==> config.mk <==
export PLATFORM = sky130hd
export DESIGN_NAME = serial_adc_reader
export DESIGN_NICKNAME = d
export VERILOG_FILES = /design/src/rtl/sar_pkg.sv /design/src/rtl/sar_clkdiv.sv /design/src/rtl/sar_capture.sv /design/src/rtl/serial_adc_reader.sv
export SDC_FILE = /design/constraint.sdc
export NUM_CORES = 1
export LEC_CHECK = 0
export BUFFER_PORTS_ARGS = -buffer_cell sky130_fd_sc_hd__buf_2
export CORE_AREA = 2 2 100 73
export DETAILED_ROUTE_END_ITERATION = 8
export DIE_AREA = 0 0 102 75
export SETUP_SLACK_MARGIN = 0.2
export SYNTH_ARGS = -nofsm -noshare
export SYNTH_HDL_FRONTEND = slang
export SYNTH_SLANG_ARGS = --single-unit
==> constraint.sdc <==
create_clock -name clk -period 2.4 [get_ports clk]
set_input_delay 0.12 -clock clk [delete_from_list [all_inputs] [get_ports clk]]
set_output_delay 0.12 -clock clk [all_outputs]
set_load 0.01 [all_outputs]
==> src/rtl/sar_pkg.sv <==
`timescale 1ns/1ps
package sar_pkg;
  localparam int LEAD_BITS = 2;

  typedef enum logic [1:0] {ST_IDLE, ST_FRAME, ST_QUIET} sar_state_e;

  // number of sclk falling edges in one frame
  function automatic logic [4:0] frame_edges(input logic short_frame);
    return short_frame ? 5'd14 : 5'd16;
  endfunction

  function automatic logic [4:0] res_bits(input logic res10);
    return res10 ? 5'd10 : 5'd12;
  endfunction

  // frame bit index lies in the data field
  function automatic logic in_data(input logic [4:0] idx, input logic res10);
    return (idx >= 5'(LEAD_BITS)) && (idx < res_bits(res10) + 5'(LEAD_BITS));
  endfunction
endpackage

==> src/rtl/sar_clkdiv.sv <==
`timescale 1ns/1ps
module sar_clkdiv #(
  parameter int DIV_W = 4
) (
  input  logic             clk,
  input  logic             rst_n,
  input  logic             run,
  input  logic [DIV_W-1:0] half_len,
  output logic             tick
);
  logic [DIV_W-1:0] cnt;
  logic [DIV_W-1:0] last;

  assign last = (half_len == '0) ? '0 : half_len - DIV_W'(1);
  assign tick = run && (cnt >= last);

  always_ff @(posedge clk or negedge rst_n) begin
    if (!rst_n)      cnt <= '0;
    else if (!run)   cnt <= '0;
    else if (tick)   cnt <= '0;
    else             cnt <= cnt + DIV_W'(1);
  end
endmodule

==> src/rtl/sar_capture.sv <==
`timescale 1ns/1ps
module sar_capture
  import sar_pkg::*;
#(
  parameter int DATA_W = 12
) (
  input  logic              clk,
  input  logic              rst_n,
  input  logic              clear,
  input  logic              sample,
  input  logic [4:0]        idx,
  input  logic              res10,
  input  logic              sdata,
  output logic [DATA_W-1:0] word,
  output logic              lead_err
);
  logic take_data;
  logic take_lead;

  assign take_data = sample && in_data(idx, res10);
  assign take_lead = sample && (idx < 5'(LEAD_BITS));

  always_ff @(posedge clk or negedge rst_n) begin
    if (!rst_n) begin
      word     <= '0;
      lead_err <= 1'b0;
    end else if (clear) begin
      word     <= '0;
      lead_err <= 1'b0;
    end else begin
      if (take_data) word <= {word[DATA_W-2:0], sdata};
      if (take_lead && sdata) lead_err <= 1'b1;
    end
  end
endmodule

==> src/rtl/serial_adc_reader.sv <==
`timescale 1ns/1ps
module serial_adc_reader
  import sar_pkg::*;
#(
  parameter int DIV_W   = 4,
  parameter int QUIET_W = 8,
  parameter int DATA_W  = 12
) (
  input  logic               clk,
  input  logic               rst_n,
  input  logic               start,
  input  logic               cfg_short,
  input  logic               cfg_res10,
  input  logic               cfg_rise,
  input  logic [DIV_W-1:0]   half_div,
  input  logic [QUIET_W-1:0] quiet_len,
  input  logic               sdata,
  output logic               cs_n,
  output logic               sclk,
  output logic               busy,
  output logic [DATA_W-1:0]  data_out,
  output logic               data_valid,
  output logic               lead_err
);
  sar_state_e         state;
  logic               m_short, m_res10, m_rise;
  logic [4:0]         fall_cnt;
  logic [QUIET_W-1:0] quiet_cnt;
  logic [DATA_W-1:0]  cap_word;
  logic               cap_err;

  // named internal events
  logic accept, tick, fall_evt, rise_evt, frame_end, sample;

  assign accept    = (state == ST_IDLE) && start;
  assign fall_evt  = (state == ST_FRAME) && tick && sclk;
  assign rise_evt  = (state == ST_FRAME) && tick && !sclk;
  assign frame_end = rise_evt && (fall_cnt == frame_edges(m_short));
  assign sample    = m_rise ? (rise_evt && !frame_end) : fall_evt;

  sar_clkdiv #(.DIV_W(DIV_W)) u_div (
    .clk      (clk),
    .rst_n    (rst_n),
    .run      (state == ST_FRAME),
    .half_len (half_div),
    .tick     (tick)
  );

  sar_capture #(.DATA_W(DATA_W)) u_cap (
    .clk      (clk),
    .rst_n    (rst_n),
    .clear    (accept),
    .sample   (sample),
    .idx      (fall_cnt),
    .res10    (m_res10),
    .sdata    (sdata),
    .word     (cap_word),
    .lead_err (cap_err)
  );

  always_ff @(posedge clk or negedge rst_n) begin
    if (!rst_n) begin
      state      <= ST_IDLE;
      m_short    <= 1'b0;
      m_res10    <= 1'b0;
      m_rise     <= 1'b0;
      fall_cnt   <= '0;
      quiet_cnt  <= '0;
      cs_n       <= 1'b1;
      sclk       <= 1'b1;
      data_out   <= '0;
      data_valid <= 1'b0;
      lead_err   <= 1'b0;
    end else begin
      data_valid <= 1'b0;
      unique case (state)
        ST_IDLE: if (accept) begin
          state    <= ST_FRAME;
          m_short  <= cfg_short;
          m_res10  <= cfg_res10;
          m_rise   <= cfg_rise;
          fall_cnt <= '0;
          cs_n     <= 1'b0;
        end
        ST_FRAME: begin
          if (fall_evt) begin
            sclk     <= 1'b0;
            fall_cnt <= fall_cnt + 5'd1;
          end else if (rise_evt) begin
            sclk <= 1'b1;
            if (frame_end) begin
              cs_n       <= 1'b1;
              state      <= ST_QUIET;
              quiet_cnt  <= quiet_len;
              data_out   <= cap_word;
              lead_err   <= cap_err;
              data_valid <= 1'b1;
            end
          end
        end
        ST_QUIET: begin
          if (quiet_cnt == '0) state <= ST_IDLE;
          else                 quiet_cnt <= quiet_cnt - QUIET_W'(1);
        end
        default: state <= ST_IDLE;
      endcase
    end
  end

  assign busy = (state != ST_IDLE);
endmodule

==> results of run 1 <==
==> final cells by class <==
cell class,instances,area (µm²)
fillers,631,3310
multi-input cells,181,1290
flip-flops and latches,51,1280
repair buffers,69,489
well taps,94,118
clock buffers,5,68.8
clock inverters,3,46.3
inverters,9,38.8
==> report_power, final <==
part | leakage [nW] | switching (W) | total [W] | internal [W]
Clock | 0.0548 | 0.000306 | 0.000621 | 0.000315
Sequential | 0.656 | 0.000160 | 0.00122 | 0.00106
Combinational | 0.822 | 0.000667 | 0.00124 | 0.000571
Total | 1.53 | 0.00113 | 0.00307 | 0.00194
==> placed cells by master, fill, tap and decap left out, types with 3 or more instances in the layout <==
cell / netlist / final
a21oi_1: 5 / 5
buf_2: 4 / 35
buf_4: 0 / 27
clkbuf_8: 0 / 5
dfrtp_1: 49 / 49
dlygate4sd3_1: 0 / 3
ha_1: 9 / 8
inv_1: 8 / 7
mux2_2: 6 / 5
mux2_4: 7 / 8
mux2i_1: 3 / 3
nand2_1: 32 / 32
nand3_1: 19 / 18
nor2_1: 23 / 22
nor3_1: 5 / 5
nor4_1: 4 / 4
o21ai_0: 5 / 5
o21ai_1: 13 / 13
xnor2_1: 6 / 6
==> cells by family (layout without fill, tap and decap cells) <==
| group | Yosys count | after routing | share of synthesized area [%] |
|---|---|---|---|
| mux | 16 | 16 | 7.82 |
| fa+ha+maj | 9 | 9 | 4.34 |
| compound gates | 42 | 42 | 11.8 |
| xor+xnor | 8 | 8 | 2.70 |
| buf+inv | 19 | 86 | 3.62 |
| flops | 51 | 51 | 49.3 |
| simple gates | 106 | 106 | 20.4 |
==> through the flow <==
stage	setup WS, ps	TNS (ps)
after CTS	158	0
after floorplan	213	0
final	196	0
after detailed placement	-329	-4900
after global placement	-274	-3520
after global routing	137	0
==> repair_timing <==
item / 4_1_cts / 5_1_grt
setup endpoints to repair: 28 / 33
resized for setup: 1 / 13
setup buffers: 2 / 6
pin swaps: 1 / 10
hold endpoints to repair: 19 / 0
gates cloned: 0 / 3
hold buffers: 3 / 0
==> worst reg2reg max path, stage by stage, from the launching register on <==
cell       delay (ps)
dfrtp_1           390
inv_2              80
ha_4              190
nand2b_4          140
a2111oi_4         350
buf_4             190
a211oi_4           40
nand2_2           110
clkinv_4          120
clkbuf_16         190
mux2_4            300
==> how the worst min path moves through the flow <==
| stage | from | end | slack (ps) | cells after the start |
|---|---|---|---|---|
| 2_1_floorplan | rst_n | data_out[0] | -180 | 0 |
| 3_3_place_gp | rst_n | quiet_cnt[2] | 90 | 1 |
| 3_5_place_dp | rst_n | quiet_cnt[2] | 100 | 1 |
| 4_1_cts | cfg_short | m_short | 10 | 3 |
| 5_1_grt | cfg_short | m_short | 30 | 3 |
| 6_report | cfg_short | m_short | 10 | 3 |
==> sequential cells by signal (all words and copies together) (netlist names) <==
name / count
u_cap.lead_err: 1
state: 2
quiet_cnt: 8
m_res10: 1
data_out: 12
u_cap.word: 12
data_valid: 1
fall_cnt: 5
cs_n: 1
m_rise: 1
m_short: 1
u_div.cnt: 4
lead_err: 1
sclk: 1
==> routing by layer <==
layer	up-vias	GRT usage, %
met5	-	0
met4	0	3.26
met3	4	3.99
met2	50	22.3
met1	1026	23.1
li1	1020	-
==> flow_summary.yaml, run 1 <==
place:
  gp_congestion: 0.821
  dpl.hpwl_um: 4080
  placed_area_um2: 2990
  port_buffers: 35
  dp.cells: 390
clocking:
  cts.sinks: 51
  cts-buffers-inserted: 5
  cts_tree: "built"
  clock_latency_ps: 310
  h-tree-depth: 2
  clockBufferDepth: 2
  cts_root_buffer: "clkbuf_8"
  path_clk_slew_ps: 100
yosys:
  avgSynthCellArea_um2: 10.3
  syn-cell-area_um2: 2590
  yosys_most_used_dff: "dfrtp_1"
  synthTopCellsByArea: "dfrtp_1, nand2_1, ha_1, mux2_4, nand3_1"
  synth_commonest_cells: "dfrtp_1, nand2_1, nor2_1"
  synthCells: 251
  synth_top_area_cell: "dfrtp_1"
  yosysWarnings: 0
  synth-edff-count: 0
  synth_top_cell_area_share_pct: 47.3
  ys_ff_latch: 51
  post-synth-top-count-cell: "dfrtp_1"
  synth_nets: 279
  synth_seq_area_share_pct: 49.3
  ys_types: 54
  synthArstFlopShare_pct: 100
die:
  die_x_um: 102
  num_rows: 25
  die_height_um: 75
  ioPinCount: 36
  fp.coreArea_um2: 6630
  start_util_pct: 39.1
  dieArea_um2: 7650
worst_setup_path:
  required_ps: 2600
  r2r_setup_slack_ps: 200
  worst-path-buf-inv: 4
  r2r-end: "data_out[5]"
  startpoint_type: "flop"
  ff2ff_path_depth: 10
  cp.depth: 10
  setup.worst_path.end: "data_out[5]"
  cp_slowest_cell: "dfrtp_1"
  path_cells: "inv_2 -> ha_4 -> nand2b_4 -> a2111oi_4 -> buf_4 -> a211oi_4 -> nand2_2 -> clkinv_4 -> clkbuf_16 -> mux2_4"
  slowest_delay_ps: 390
  cp_top_family: "buffers and inverters"
  setup.worst_path.start: "u_div.cnt[0]"
  r2r-start: "u_div.cnt[0]"
  critical_path.max_fanout: 8
  cp.arrival_ps: 2400
  crit_type: "reg2reg"
  end_kind: "flop"
timing:
  hold_slack_ps: 10.8
  hold_viol_final: 0
  max_freq_ghz: 0.454
  setup_viol: 0
  tightest_slew_ps: 700
  slew_violations: 0
  relSlewSlack_pct: 53.2
  min_period_ps: 2200
  clock_skew_ps: 13.6
  rsz0062_at_grt: "yes"
  fin_crit_sh_pct: 91.8
global_route:
  grt_max_degree: 24
  first_global_vias: 1887
  track_usage_pct: 15.3
  grt_pass1_wl_um: 9180
  overflow: 0
  antenna_found_initial: 0
cells_and_area:
  final_nets: 345
  final_area_um2: 3330
  fin_cells: 412
  layout-drive-gt1-share_pct: 34.3
  area_delta_synth_final_pct: 28.3
  fin_util_pct: 50.2
  diodes: 0
drt:
  met1_length_um: 3000
  wl_met2_um: 2580
  met3WireLength_um: 302
  vias: 2100
  remaining_drc_errors: 0
  routed_wl_um: 5920
  avgRoutedWirePerCell_um: 14.4
  top_layer: "met4"
  drt_first_pass_iters: 5
  vias_per_cell: 5.10
  ant_nets: 0
  drt_iter0_markers: 128
job:
  drv_cap: 0
power:
  vdd_ir_drop_max_mv: 0.377
  p_per_area_nw_per_um2: 924
  p_leak_nw: 1.53
  finalPower_w: 0.00307
hold_path:
  min_path_type: "in2reg"
run_status:
  status: "complete, no violations"
(Power assumes the default switching activity.)
==> inputs of run 2 (changes only) <==
--- a/config.mk
+++ b/config.mk
@@ -5,10 +5,11 @@
 export SDC_FILE = /design/constraint.sdc
 export NUM_CORES = 1
 export LEC_CHECK = 0
+export ABC_AREA = 1
 export BUFFER_PORTS_ARGS = -buffer_cell sky130_fd_sc_hd__buf_2
-export CORE_AREA = 2 2 100 73
+export CORE_AREA = 2 2 110 80
 export DETAILED_ROUTE_END_ITERATION = 8
-export DIE_AREA = 0 0 102 75
+export DIE_AREA = 0 0 112 82
 export SETUP_SLACK_MARGIN = 0.2
 export SYNTH_ARGS = -nofsm -noshare
 export SYNTH_HDL_FRONTEND = slang
==> flow_summary.yaml, run 2 <==
die:
  die_x_um: 112
  ioPinCount: 36
  fp.coreArea_um2: 8200
  die_height_um: 82
  start_util_pct: 33.6
  num_rows: 28
  dieArea_um2: 9180
job:
  drv_cap: 0
cells_and_area:
  fin_util_pct: 39.0
  layout-drive-gt1-share_pct: 23.1
  diodes: 0
  multiInputGateArea_um2: 1260
  layout_common_cells: "nand2_1, dfrtp_1, buf_2"
  area_delta_synth_final_pct: 15.9
  register_area_um2: 1280
  largestRegisters: "data_out: 12 flops, u_cap.word: 12 flops, quiet_cnt: 8 flops"
  final_nets: 395
  final.fill_count: 861
  final_common_cell: "nand2_1"
  fin_cells: 473
clocking:
  cts_tree: "built"
  cts.sinks: 51
  clock_latency_ps: 290
  cts_hold_buf: 1
  postCtsResizedCells: 0
  cts-buffers-inserted: 5
  path_clk_slew_ps: 70
  post_cts_buffers: 0
  h-tree-depth: 2
  clockBufferDepth: 2
  cts_root_buffer: "clkbuf_16"
timing:
  fin_crit_sh_pct: 83.8
  finalSetupTns_ps: 0
  max_freq_ghz: 0.497
  rsz0062_at_grt: "no"
  setup_ws_ps: 390
  clock_skew_ps: 5.40
  setup_viol: 0
  tightest_slew_ps: 724
  relSlewSlack_pct: 51.8
  slew_violations: 0
  hold_viol_final: 0
  min_period_ps: 2010
yosys:
  synthTopCellsByArea: "dfrtp_1, nand2_1, nand3_1, inv_1, ha_1"
  syn-cell-area_um2: 2760
  synthCells: 327
  synth_top_cell_area_share_pct: 44.5
  synth_nets: 355
  avgSynthCellArea_um2: 8.43
  yosys_most_used_dff: "dfrtp_1"
  synth_top_area_cell: "dfrtp_1"
  synth_commonest_cells: "nand2_1, dfrtp_1, inv_1"
  post-synth-top-count-cell: "nand2_1"
  synth_seq_area_share_pct: 46.4
  synthArstFlopShare_pct: 100
  synth-edff-count: 0
  ys_types: 33
  yosysWarnings: 0
  ys_ff_latch: 51
worst_setup_path:
  cp.arrival_ps: 2190
  end_kind: "flop"
  crit_type: "reg2reg"
  critical_path.max_fanout: 14
  required_ps: 2580
  startpoint_type: "flop"
drt:
  avgRoutedWirePerCell_um: 11.6
  vias_per_cell: 4.55
  wl_met2_um: 2380
  vias: 2153
  drt_first_pass_iters: 4
  drt_iter0_markers: 83
  met3WireLength_um: 254
  top_layer: "met4"
  met1_length_um: 2810
  routed_wl_um: 5480
  ant_nets: 0
  remaining_drc_errors: 0
power:
  internal_power_w: 0.00221
  p_leak_nw: 1.69
  p_comb_share_pct: 41.9
  pwr-share-seq_pct: 38.0
  switching_share_pct: 40.8
  p_per_area_nw_per_um2: 1170
  netSwitchingPower_w: 0.00152
  vdd_ir_drop_max_mv: 0.500
  clockPowerShare_pct: 20.1
  finalPower_w: 0.00373
global_route:
  grt_pass1_wl_um: 9330
  track_usage_pct: 12.5
  grt_max_degree: 32
  overflow: 0
  antenna_found_initial: 0
  first_global_vias: 2038
place:
  pre_cts_ws_ps: 247
  port_buffers: 35
  gp_congestion: 0.760
  dpl.hpwl_um: 4030
  dp.cells: 464
run_status:
  status: "complete, no violations"
hold_path:
  min_path_type: "in2reg"
run 2: cell types whose count changed after synthesis, sizes merged, moves of 5 or more:
cell   change
xnor2      -5
nand2     +68
o21ai     +18
inv       +29
mux2      -13
nand3      +8
nor2       +8
run 2: routing by layer:
| layer | track usage [%] | vias up |
|---|---|---|
| li1 | - | 1119 |
| met1 | 17.5 | 1001 |
| met2 | 19.3 | 31 |
| met3 | 3.32 | 2 |
| met4 | 3.66 | 0 |
| met5 | 0 | - |
run 2: metrics by stage:
stage / cell area, µm² / hold WS, ps
after floorplan: 2760 / -176
after global placement: 3030 / 209
after detailed placement: 3030 / 228
after CTS: 3190 / 41.0
after global routing: 3190 / 54.0
final: 3190 / 42.7
run 2: area by class of cell:
class	instances	area share, %
clock buffers	8	4.90
well taps	105	4.11
multi-input cells	229	39.4
flip-flops and latches	51	40.0
repair buffers	41	6.97
inverters	39	4.58
run 2: power groups by stage:
stage	registers, W	logic [W]	clock network, W
CTS	0.00142	0.00159	0.000770
global route	0.00146	0.00180	0.000795
detailed placement	0.00143	0.00158	0
global placement	0.00142	0.00154	0
floorplan	0.00144	0.00115	0
finish	0.00142	0.00156	0.000750
run 2: worst paths after layout:
kind,from,end,slack [ps],cells past startpoint
worst min-delay path,cfg_res10,m_res10,40,3
max in group asynchronous,rst_n,sclk,1260,3
min in group asynchronous,rst_n,data_out[2],420,2
worst max register to register,u_div.cnt[3],quiet_cnt[4],390,9
worst min register to register,cs_n,cs_n,460,2
worst max-delay path,u_div.cnt[3],quiet_cnt[4],390,9
run 2: kinds of logic after synthesis:
logic type	after synthesis	share of synthesized area (%)
AOI/OAI and AO/OA	44	10.5
muxes	1	0.363
and+or+nand+nor	171	29.5
DFF	51	46.4
xor gates and xnor gates	4	1.27
adders and majority gates	9	4.09
buffers and inverters	47	7.90
run 2: critical path: stages, from the launching register on:
cell and delay [ps]:
dfrtp_1 400, ha_1 350, a21oi_2 210, nand3_4 150, nand3_4 140, nor2_8 60
nor2_4 260, clkinv_1 200, nand2_1 90, nand2_1 50
